--- config.mk ---
export PLATFORM = sky130hd
export DESIGN_NAME = hub_map_top
export DESIGN_NICKNAME = d
export VERILOG_FILES = /design/src/rtl/hub_map_pkg.sv /design/src/rtl/hub_addr_decode.sv /design/src/rtl/hub_ctl_reg.sv /design/src/rtl/hub_dbg_ptr.sv /design/src/rtl/hub_map_top.sv
export SDC_FILE = /design/constraint.sdc
export NUM_CORES = 1
export LEC_CHECK = 0
export ABC_CLOCK_PERIOD_IN_PS = 1800
export BUFFER_PORTS_ARGS = -buffer_cell sky130_fd_sc_hd__buf_4
export CAP_MARGIN = 20
export CORE_AREA = 2 2 102 104
export DETAILED_ROUTE_END_ITERATION = 7
export DIE_AREA = 0 0 104 106
export PLACE_DENSITY = 0.56
export SLEW_MARGIN = 0
export SYNTH_ARGS = -nofsm -noshare
export SYNTH_HDL_FRONTEND = slang
export SYNTH_SLANG_ARGS = --single-unit
--- constraint.sdc ---
create_clock -name clk_i -period 1.8 [get_ports clk_i]
set_clock_uncertainty 0.15 [all_clocks]
set_input_delay 0.09 -clock clk_i [delete_from_list [all_inputs] [get_ports clk_i]]
set_output_delay 0.09 -clock clk_i [all_outputs]
set_load 0.02 [all_outputs]
--- src/rtl/hub_map_pkg.sv ---
package hub_map_pkg;

    typedef enum logic [1:0] {
        RGN_LOW  = 2'd0,
        RGN_HOLE = 2'd1,
        RGN_TOP  = 2'd2
    } region_e;

    typedef struct packed {
        logic lock;
        logic wprot;
        logic dben;
    } ctl_state_t;

    // command prefix expected in bits 31:3 of a control write
    localparam logic [28:0] CTL_PREFIX = 29'h0400_0000;

    localparam int DBG_SLOTS     = 16;
    localparam int DBG_SLOT_BYTES = 256;

endpackage

--- src/rtl/hub_addr_decode.sv ---
module hub_addr_decode
    import hub_map_pkg::*;
#(
    parameter int ADDR_W    = 20,
    parameter int RAM_BYTES = 524288,
    parameter int TOP_BYTES = 16384
) (
    input  logic [ADDR_W-1:0]              addr_i,
    output region_e                        region_o,
    output logic [$clog2(RAM_BYTES)-1:0]   phys_o
);
    localparam int PHYS_W     = $clog2(RAM_BYTES);
    localparam int LOW_END_I  = RAM_BYTES - TOP_BYTES;
    localparam int TOP_BASE_I = (1 << ADDR_W) - TOP_BYTES;
    localparam logic [ADDR_W-1:0] LOW_END  = ADDR_W'(LOW_END_I);
    localparam logic [ADDR_W-1:0] TOP_BASE = ADDR_W'(TOP_BASE_I);
    localparam logic [ADDR_W-1:0] SHIFT    = ADDR_W'(TOP_BASE_I - LOW_END_I);

    always_comb begin
        if (addr_i < LOW_END) begin
            region_o = RGN_LOW;
            phys_o   = PHYS_W'(addr_i);
        end else if (addr_i >= TOP_BASE) begin
            region_o = RGN_TOP;
            phys_o   = PHYS_W'(addr_i - SHIFT);
        end else begin
            region_o = RGN_HOLE;
            phys_o   = '0;
        end
    end

endmodule

--- src/rtl/hub_ctl_reg.sv ---
module hub_ctl_reg
    import hub_map_pkg::*;
(
    input  logic        clk_i,
    input  logic        rst_ni,
    input  logic        we_i,
    input  logic [31:0] wdata_i,
    output ctl_state_t  state_o
);
    ctl_state_t st_d, st_q;

    always_comb begin
        st_d = st_q;
        if (we_i && !st_q.lock && (wdata_i[31:3] == CTL_PREFIX)) begin
            st_d.lock  = wdata_i[2];
            st_d.wprot = wdata_i[1];
            st_d.dben  = wdata_i[0];
        end
    end

    always_ff @(posedge clk_i or negedge rst_ni) begin
        if (!rst_ni) st_q <= '0;
        else         st_q <= st_d;
    end

    assign state_o = st_q;

    AST_LOCK_FREEZE: assert property (@(posedge clk_i) disable iff (!rst_ni)
        st_q.lock |=> ($stable(st_q.wprot) && $stable(st_q.dben) && st_q.lock));

    AST_BAD_PREFIX_IGNORED: assert property (@(posedge clk_i) disable iff (!rst_ni)
        (we_i && wdata_i[31:3] != CTL_PREFIX) |=> $stable(st_q));

endmodule

--- src/rtl/hub_dbg_ptr.sv ---
module hub_dbg_ptr
    import hub_map_pkg::*;
#(
    parameter int ADDR_W = 20,
    parameter int ID_W   = 3
) (
    input  logic [ID_W-1:0]   id_i,
    output logic [ADDR_W-1:0] save_ptr_o,
    output logic [ADDR_W-1:0] code_ptr_o
);
    localparam int SAVE_BASE_I = (1 << ADDR_W) - DBG_SLOTS * DBG_SLOT_BYTES;
    localparam int CODE_BASE_I = SAVE_BASE_I - DBG_SLOT_BYTES;
    localparam logic [ADDR_W-1:0] SAVE_BASE = ADDR_W'(SAVE_BASE_I);

    logic [3:0] slot;

    always_comb begin
        slot       = ~(4'(id_i));
        save_ptr_o = SAVE_BASE | ADDR_W'({slot, 8'h00});
        code_ptr_o = ADDR_W'(CODE_BASE_I);
    end

endmodule

--- src/rtl/hub_map_top.sv ---
module hub_map_top
    import hub_map_pkg::*;
#(
    parameter int ADDR_W    = 20,
    parameter int RAM_BYTES = 524288,
    parameter int TOP_BYTES = 16384,
    parameter int DATA_W    = 32,
    parameter int NUM_REQ   = 8
) (
    input  logic                          clk_i,
    input  logic                          rst_ni,
    input  logic                          req_valid_i,
    input  logic [$clog2(NUM_REQ)-1:0]    req_id_i,
    input  logic [ADDR_W-1:0]             req_addr_i,
    input  logic                          req_we_i,
    input  logic [DATA_W-1:0]             req_wdata_i,
    input  logic [NUM_REQ-1:0]            isr_active_i,
    input  logic                          ctl_we_i,
    input  logic [31:0]                   ctl_wdata_i,
    output logic                          ram_en_o,
    output logic                          ram_we_o,
    output logic [$clog2(RAM_BYTES)-1:0]  ram_addr_o,
    output logic [DATA_W-1:0]             ram_wdata_o,
    input  logic [DATA_W-1:0]             ram_rdata_i,
    output logic [DATA_W-1:0]             rdata_o,
    output logic                          dbg_en_o,
    output logic                          viol_o,
    output logic [ADDR_W-1:0]             save_ptr_o,
    output logic [ADDR_W-1:0]             code_ptr_o
);
    localparam int ID_W     = $clog2(NUM_REQ);
    localparam int PHYS_W   = $clog2(RAM_BYTES);
    localparam int LOW_END_I  = RAM_BYTES - TOP_BYTES;
    localparam int TOP_BASE_I = (1 << ADDR_W) - TOP_BYTES;
    localparam logic [PHYS_W-1:0] SLICE_PHYS = PHYS_W'(LOW_END_I);
    localparam logic [ADDR_W-1:0] HOLE_LO    = ADDR_W'(LOW_END_I);
    localparam logic [ADDR_W-1:0] HOLE_HI    = ADDR_W'(TOP_BASE_I);

    typedef struct packed {
        logic rd_hole;
        logic viol;
    } pipe_t;

    region_e    region;
    ctl_state_t ctl;
    pipe_t      pipe_d, pipe_q;
    logic       mapped;
    logic       wr_allowed;
    logic       drop;

    hub_addr_decode #(
        .ADDR_W    (ADDR_W),
        .RAM_BYTES (RAM_BYTES),
        .TOP_BYTES (TOP_BYTES)
    ) i_decode (
        .addr_i   (req_addr_i),
        .region_o (region),
        .phys_o   (ram_addr_o)
    );

    hub_ctl_reg i_ctl (
        .clk_i   (clk_i),
        .rst_ni  (rst_ni),
        .we_i    (ctl_we_i),
        .wdata_i (ctl_wdata_i),
        .state_o (ctl)
    );

    hub_dbg_ptr #(
        .ADDR_W (ADDR_W),
        .ID_W   (ID_W)
    ) i_ptr (
        .id_i       (req_id_i),
        .save_ptr_o (save_ptr_o),
        .code_ptr_o (code_ptr_o)
    );

    always_comb begin
        mapped     = (region != RGN_HOLE);
        wr_allowed = (region == RGN_LOW) ||
                     (region == RGN_TOP && (!ctl.wprot || isr_active_i[req_id_i]));
        drop       = req_valid_i && req_we_i && (region == RGN_TOP) && !wr_allowed;

        ram_en_o    = req_valid_i && mapped;
        ram_we_o    = req_valid_i && req_we_i && wr_allowed;
        ram_wdata_o = req_wdata_i;

        pipe_d         = pipe_q;
        pipe_d.viol    = drop;
        if (req_valid_i && !req_we_i) begin
            pipe_d.rd_hole = !mapped;
        end
    end

    always_ff @(posedge clk_i or negedge rst_ni) begin
        if (!rst_ni) pipe_q <= '0;
        else         pipe_q <= pipe_d;
    end

    assign rdata_o  = pipe_q.rd_hole ? '0 : ram_rdata_i;
    assign dbg_en_o = ctl.dben;
    assign viol_o   = pipe_q.viol;

    AST_HOLE_NO_ACCESS: assert property (@(posedge clk_i) disable iff (!rst_ni)
        (req_addr_i >= HOLE_LO && req_addr_i < HOLE_HI) |-> (!ram_en_o && !ram_we_o));

    AST_PROT_GATE: assert property (@(posedge clk_i) disable iff (!rst_ni)
        (ram_we_o && ram_addr_o >= SLICE_PHYS && ctl.wprot) |-> isr_active_i[req_id_i]);

    AST_VIOL_CAUSE: assert property (@(posedge clk_i) disable iff (!rst_ni)
        (req_valid_i && req_we_i && req_addr_i >= HOLE_HI && ctl.wprot && !isr_active_i[req_id_i])
        |=> viol_o);

    AST_WE_NEEDS_EN: assert property (@(posedge clk_i) disable iff (!rst_ni)
        ram_we_o |-> ram_en_o);

endmodule

==> results of run 1 <==
-- synth_stat cells (all sizes together) --
library cell,n,share of area (%)
inv,3,0.89
nand3,2,0.79
and2,20,9.9
nor4b,2,1.4
mux2,2,1.8
nor3,2,0.79
nand2,1,0.30
nand4,2,0.99
and4,1,0.70
mux4,1,1.8
mux2i,4,3.2
nand2b,1,0.50
a21o,1,0.60
clkbuf,5,1.5
nor2b,32,16
and3,2,0.99
dfrtp,5,9.9
nor2,1,0.30
o211ai,1,0.99
conb,2,0.60
nor4,5,2.5
o21ai,1,0.40
xnor2,1,1.3
buf,70,42
-- final cells by class --
class	count	area, sq um	area share, %
Tap cell	136	170	7.34
Sequential cell	5	125	5.40
Clock buffer	4	45.0	1.94
Multi-Input combinational cell	119	709	30.6
Inverter	3	11.3	0.486
Timing Repair Buffer	164	1260	54.2
-- routing by layer --
metal  part of all wire, %  up-vias  wire (microns)  global-route usage (%)
met5                     0        -               0                       0
met3                    14       14             634                    3.13
met4                   1.9        0              86                    2.41
met1                    31      613            1360                    6.73
li1                      -      679               -                       -
met2                    53      128            2340                    14.5
-- worst max-delay path, delay by kind of cell, from the launching register on --
kind | cells | cell delay [ns]
AND/OR/NAND/NOR | 3 | 0.67
flip-flops | 1 | 0.37
multiplexers | 1 | 0.35
-- where the power goes --
part           internal, uW  leakage, uW  switching (uW)
Combinational           335      0.00116             340
Sequential              116    0.0000683            12.8
Clock                   152    0.0000228            55.9
-- final timing paths --
kind	from	end	slack, ns	cells after the start
setup / recovery	i_ctl.state_o[2]	i_ctl.state_o[0]	0.13	4
hold / removal	req_valid_i	viol_o	0.005	3
setup reg to reg	i_ctl.state_o[2]	i_ctl.state_o[0]	0.13	4
hold reg to reg	i_ctl.state_o[2]	i_ctl.state_o[2]	0.32	1
max in group asynchronous	rst_ni	pipe_q[1]	1.32	2
min in group asynchronous	rst_ni	i_ctl.state_o[2]	0.07	2
-- cells by family after synthesis --
logic type / count (synthesis) / synth area share (%)
AOI/OAI and AO/OA: 3 / 1.99
xor gates and xnor gates: 1 / 1.29
buffers and inverters: 78 / 44.4
DFF: 5 / 9.93
muxes: 7 / 6.75
other: 2 / 0.596
and+or+nand+nor: 71 / 35.1
-- metrics by stage --
step	utilization, %	cell area [sq um]	setup WS (ns)	cells	hold WS (ns)
2_1_floorplan	-	1390	0.254	202	-0.356
3_3_place_gp	22.2	2220	0.188	422	-0.255
3_5_place_dp	22.2	2220	0.0945	422	-0.254
4_1_cts	23.1	2310	0.0870	431	0.00336
5_1_grt	23.2	2320	0.0194	431	0.0216
6_report	23.2	2320	0.134	431	0.00509
-- state kept, by name, indices dropped and copies added (netlist names) --
name	count
i_ctl.state_o	3
pipe_q	1
viol_o	1
-- repair_timing --
item                                    in CTS  in global routing
hold endpoints to repair                     9                  0
gates resized for setup                      0                  1
endpoints found under the setup margin       0                  2
hold buffers                                 5                  0
setup buffers                                0                  0
==> impl_metrics.toml, run 1 <==
[run_status]
status = "completed"

[final_layout]
layout_commonest_cell = "buf_4"
fillers = 1108
syn_to_final_growth_pct = 83.9
drive_gt1_share_pct = 56.9
nets = 428
antennaDiodeCount = 0
final_cell_mix = "buf_4 (158), conb_1 (37), nor2b_1 (32)"

[placed_design]
gp_congestion = 0.792
dp_hpwl_mm = 3.94
io_buffer_count = 157

[synthesis]
ys_ff_latch = 5
ys_seq_area_share_pct = 9.93
syn_area_sq_um = 1260
yosysWarnings = 0
netlist_instances = 167
syn_area_per_cell_sq_um = 7.54
ys_types = 25

[setup_path]
worstPathArrival_ns = 1.62
required_ns = 1.75
cp_cell_sequence = "nor4b_1 > nand4_1 > nor2_2 > mux2_2"
crit_fanout = 3
critical_path_class = "reg -> reg"
slowest_delay_ns = 0.37
cp_slowest_cell = "dfrtp_1"
end_kind = "register"
startpoint_type = "register"

[floorplanning]
dieWidth_microns = 104
num_rows = 37
start_util_pct = 12.6
dieHeight_microns = 106
design.portCount = 259
core_sq_um = 10000
die_area_sq_um = 11000

[clock_tree]
ctsHtreeMaxLevel = 1
cts_tree = "yes"
cts_made_buffers = 3
clockBufferDepth = 2
path_clk_slew_ns = 0.04
clock-sinks = 5
clock_latency_ns = 0.22
root_buffer = "clkbuf_8"

[route]
drt-total-wl_mm = 4.41
routedWlPerCell_microns = 10.2
viasPerCell = 3.33
dr.pass1.iters = 4
drtAntennaViolNets = 0
routed-via-count = 1434
drtIter0Drc = 36
drcViolationCount = 0

[power_and_ir_drop]
finalPower_uw = 1010
ir_drop_mv = 0.150
cellLeakagePower_uw = 0.00125
power_density_nw_per_um2 = 437

[global_routing]
grt-ovfl-total = 0
grt_pass1_wl_mm = 6.65
grt_pass1_vias = 1434
antenna_found_initial = 0
track_usage_pct = 7.35
grt_max_degree = 24

[sta]
fin_crit_ns = 1.67
max_freq_ghz = 0.600
tns_ns = 0
period_share_pct = 92.6
rsz0062_at_grt = "false"
finalSetupViolations = 0
hold_viol = 0
drv_slew = 0

[hold_path]
min_path_type = "in -> reg"

[job]
drv_cap = 0
(Power assumes the default switching activity.)
==> run 2, diff against run 1 <==
--- a/config.mk
+++ b/config.mk
@@ -8,10 +8,11 @@
 export ABC_CLOCK_PERIOD_IN_PS = 1800
 export BUFFER_PORTS_ARGS = -buffer_cell sky130_fd_sc_hd__buf_4
 export CAP_MARGIN = 20
-export CORE_AREA = 2 2 102 104
+export CELL_PAD_IN_SITES_DETAIL_PLACEMENT = 1
+export CELL_PAD_IN_SITES_GLOBAL_PLACEMENT = 1
+export CORE_UTILIZATION = 13
 export DETAILED_ROUTE_END_ITERATION = 7
-export DIE_AREA = 0 0 104 106
-export PLACE_DENSITY = 0.56
+export PLACE_DENSITY = 0.87
 export SLEW_MARGIN = 0
 export SYNTH_ARGS = -nofsm -noshare
 export SYNTH_HDL_FRONTEND = slang
==> impl_metrics.toml, run 2 (synthesized netlist as in run 1, its figures left out) <==
[run_status]
status = "completed"

[route]
drt-total-wl_mm = 4.66
dr.pass1.iters = 3
drtIter0Drc = 13
viasPerCell = 3.44
routedWlPerCell_microns = 10.9
drcViolationCount = 0
drtAntennaViolNets = 0
routed-via-count = 1467

[power_and_ir_drop]
intPower_uw = 597
p_seq_share_pct = 11.8
cellLeakagePower_uw = 0.00125
ir_drop_mv = 0.275
p_sw_uw = 404
combPwrFrac_pct = 67.9
power_density_nw_per_um2 = 433
netSwitchingFraction_pct = 40.3
clkPwrFrac_pct = 20.3

[sta]
worst_slack_ns = 0.119
max_freq_ghz = 0.595
drv_slew = 0
rsz0062_at_grt = "false"
finalSetupViolations = 0
period_share_pct = 93.4
hold_viol = 0
fin_crit_ns = 1.68
tns_ns = 0

[placed_design]
io_buffer_count = 157
dp_hpwl_mm = 4.19
gp_congestion = 0.849
pre_cts_ws_ns = 0.134

[clock_tree]
root_buffer = "clkbuf_8"
path_clk_slew_ns = 0.04
clock_latency_ns = 0.22
cts_hold_buffers = 7
cts_resized = 0
cts_post_setup_buffers_inserted = 0
cts_tree = "yes"
ctsHtreeMaxLevel = 1
clockBufferDepth = 2
clock-sinks = 5
cts_made_buffers = 3

[global_routing]
grt_pass1_wl_mm = 6.68
track_usage_pct = 8.35
grt_max_degree = 33
grt_pass1_vias = 1485
grt-ovfl-total = 0
antenna_found_initial = 0

[setup_path]
required_ns = 1.75
startpoint_type = "register"
worstPathArrival_ns = 1.63
end_kind = "register"
critical_path_class = "reg -> reg"
reg2reg_slack_ns = 0.12
crit_fanout = 3

[floorplanning]
start_util_pct = 13.5
design.portCount = 259
core_sq_um = 9330
die_area_sq_um = 10100
dieWidth_microns = 100
num_rows = 35
dieHeight_microns = 100

[final_layout]
final_util_pct = 24.8
largest_reg_flops = 3
syn_to_final_growth_pct = 83.6
nets = 430
final_cell_mix = "buf_4 (159), conb_1 (37), nor2b_1 (32)"
drive_gt1_share_pct = 56.2
layout_commonest_cell = "buf_4"
antennaDiodeCount = 0

[job]
drv_cap = 0

[hold_path]
min_path_type = "in -> reg"
-- run 2: power groups by stage --
stage,Sequential (uW),Combinational (uW),Clock [uW]
final,118,679,204
after global routing,119,728,215
after CTS,118,689,208
after detailed placement,119,677,0
after global placement,119,665,0
after floorplan,121,488,0
-- run 2: critical path, stage by stage, from the launching register on --
cell and delay (ns):
dfrtp_1 0.37, nor4b_1 0.30, nand4_1 0.13, nor2_1 0.24, mux2_2 0.37
-- run 2: layer usage --
metal	GRT usage, %	share of wire [%]	vias to the layer above
met5	0	0	-
met4	0.892	1.2	0
met3	2.86	11	12
met2	18.2	57	126
met1	7.31	31	647
li1	-	-	682
-- run 2: final cells by class --
class,count,area [sq um]
multi-input cells,119,707
inverters,3,11.3
well taps,129,161
clock buffers,4,45.0
fillers,1166,7010
flip-flops and latches,5,125
repair buffers,166,1260
-- run 2: final timing paths --
check | startpoint | end | depth (start not counted)
worst max-delay path | i_ctl.state_o[2] | i_ctl.state_o[0] | 4
worst min-delay path | req_addr_i[19] | viol_o | 3
worst max register to register | i_ctl.state_o[2] | i_ctl.state_o[0] | 4
worst min register to register | i_ctl.state_o[2] | i_ctl.state_o[2] | 1
max in group asynchronous | rst_ni | viol_o | 2
min in group asynchronous | rst_ni | i_ctl.state_o[2] | 2
-- run 2: through the flow --
| stage | hold slack, ns | cell area, sq um | total power [uW] | cells |
|---|---|---|---|---|
| 2_1_floorplan | -0.356 | 1390 | 609 | 202 |
| 3_5_place_dp | -0.253 | 2200 | 796 | 415 |
| 4_1_cts | 0.00101 | 2310 | 1020 | 426 |
| 3_3_place_gp | -0.253 | 2200 | 784 | 415 |
| 6_report | 0.00463 | 2310 | 1000 | 426 |
| 5_1_grt | 0.0249 | 2310 | 1060 | 426 |
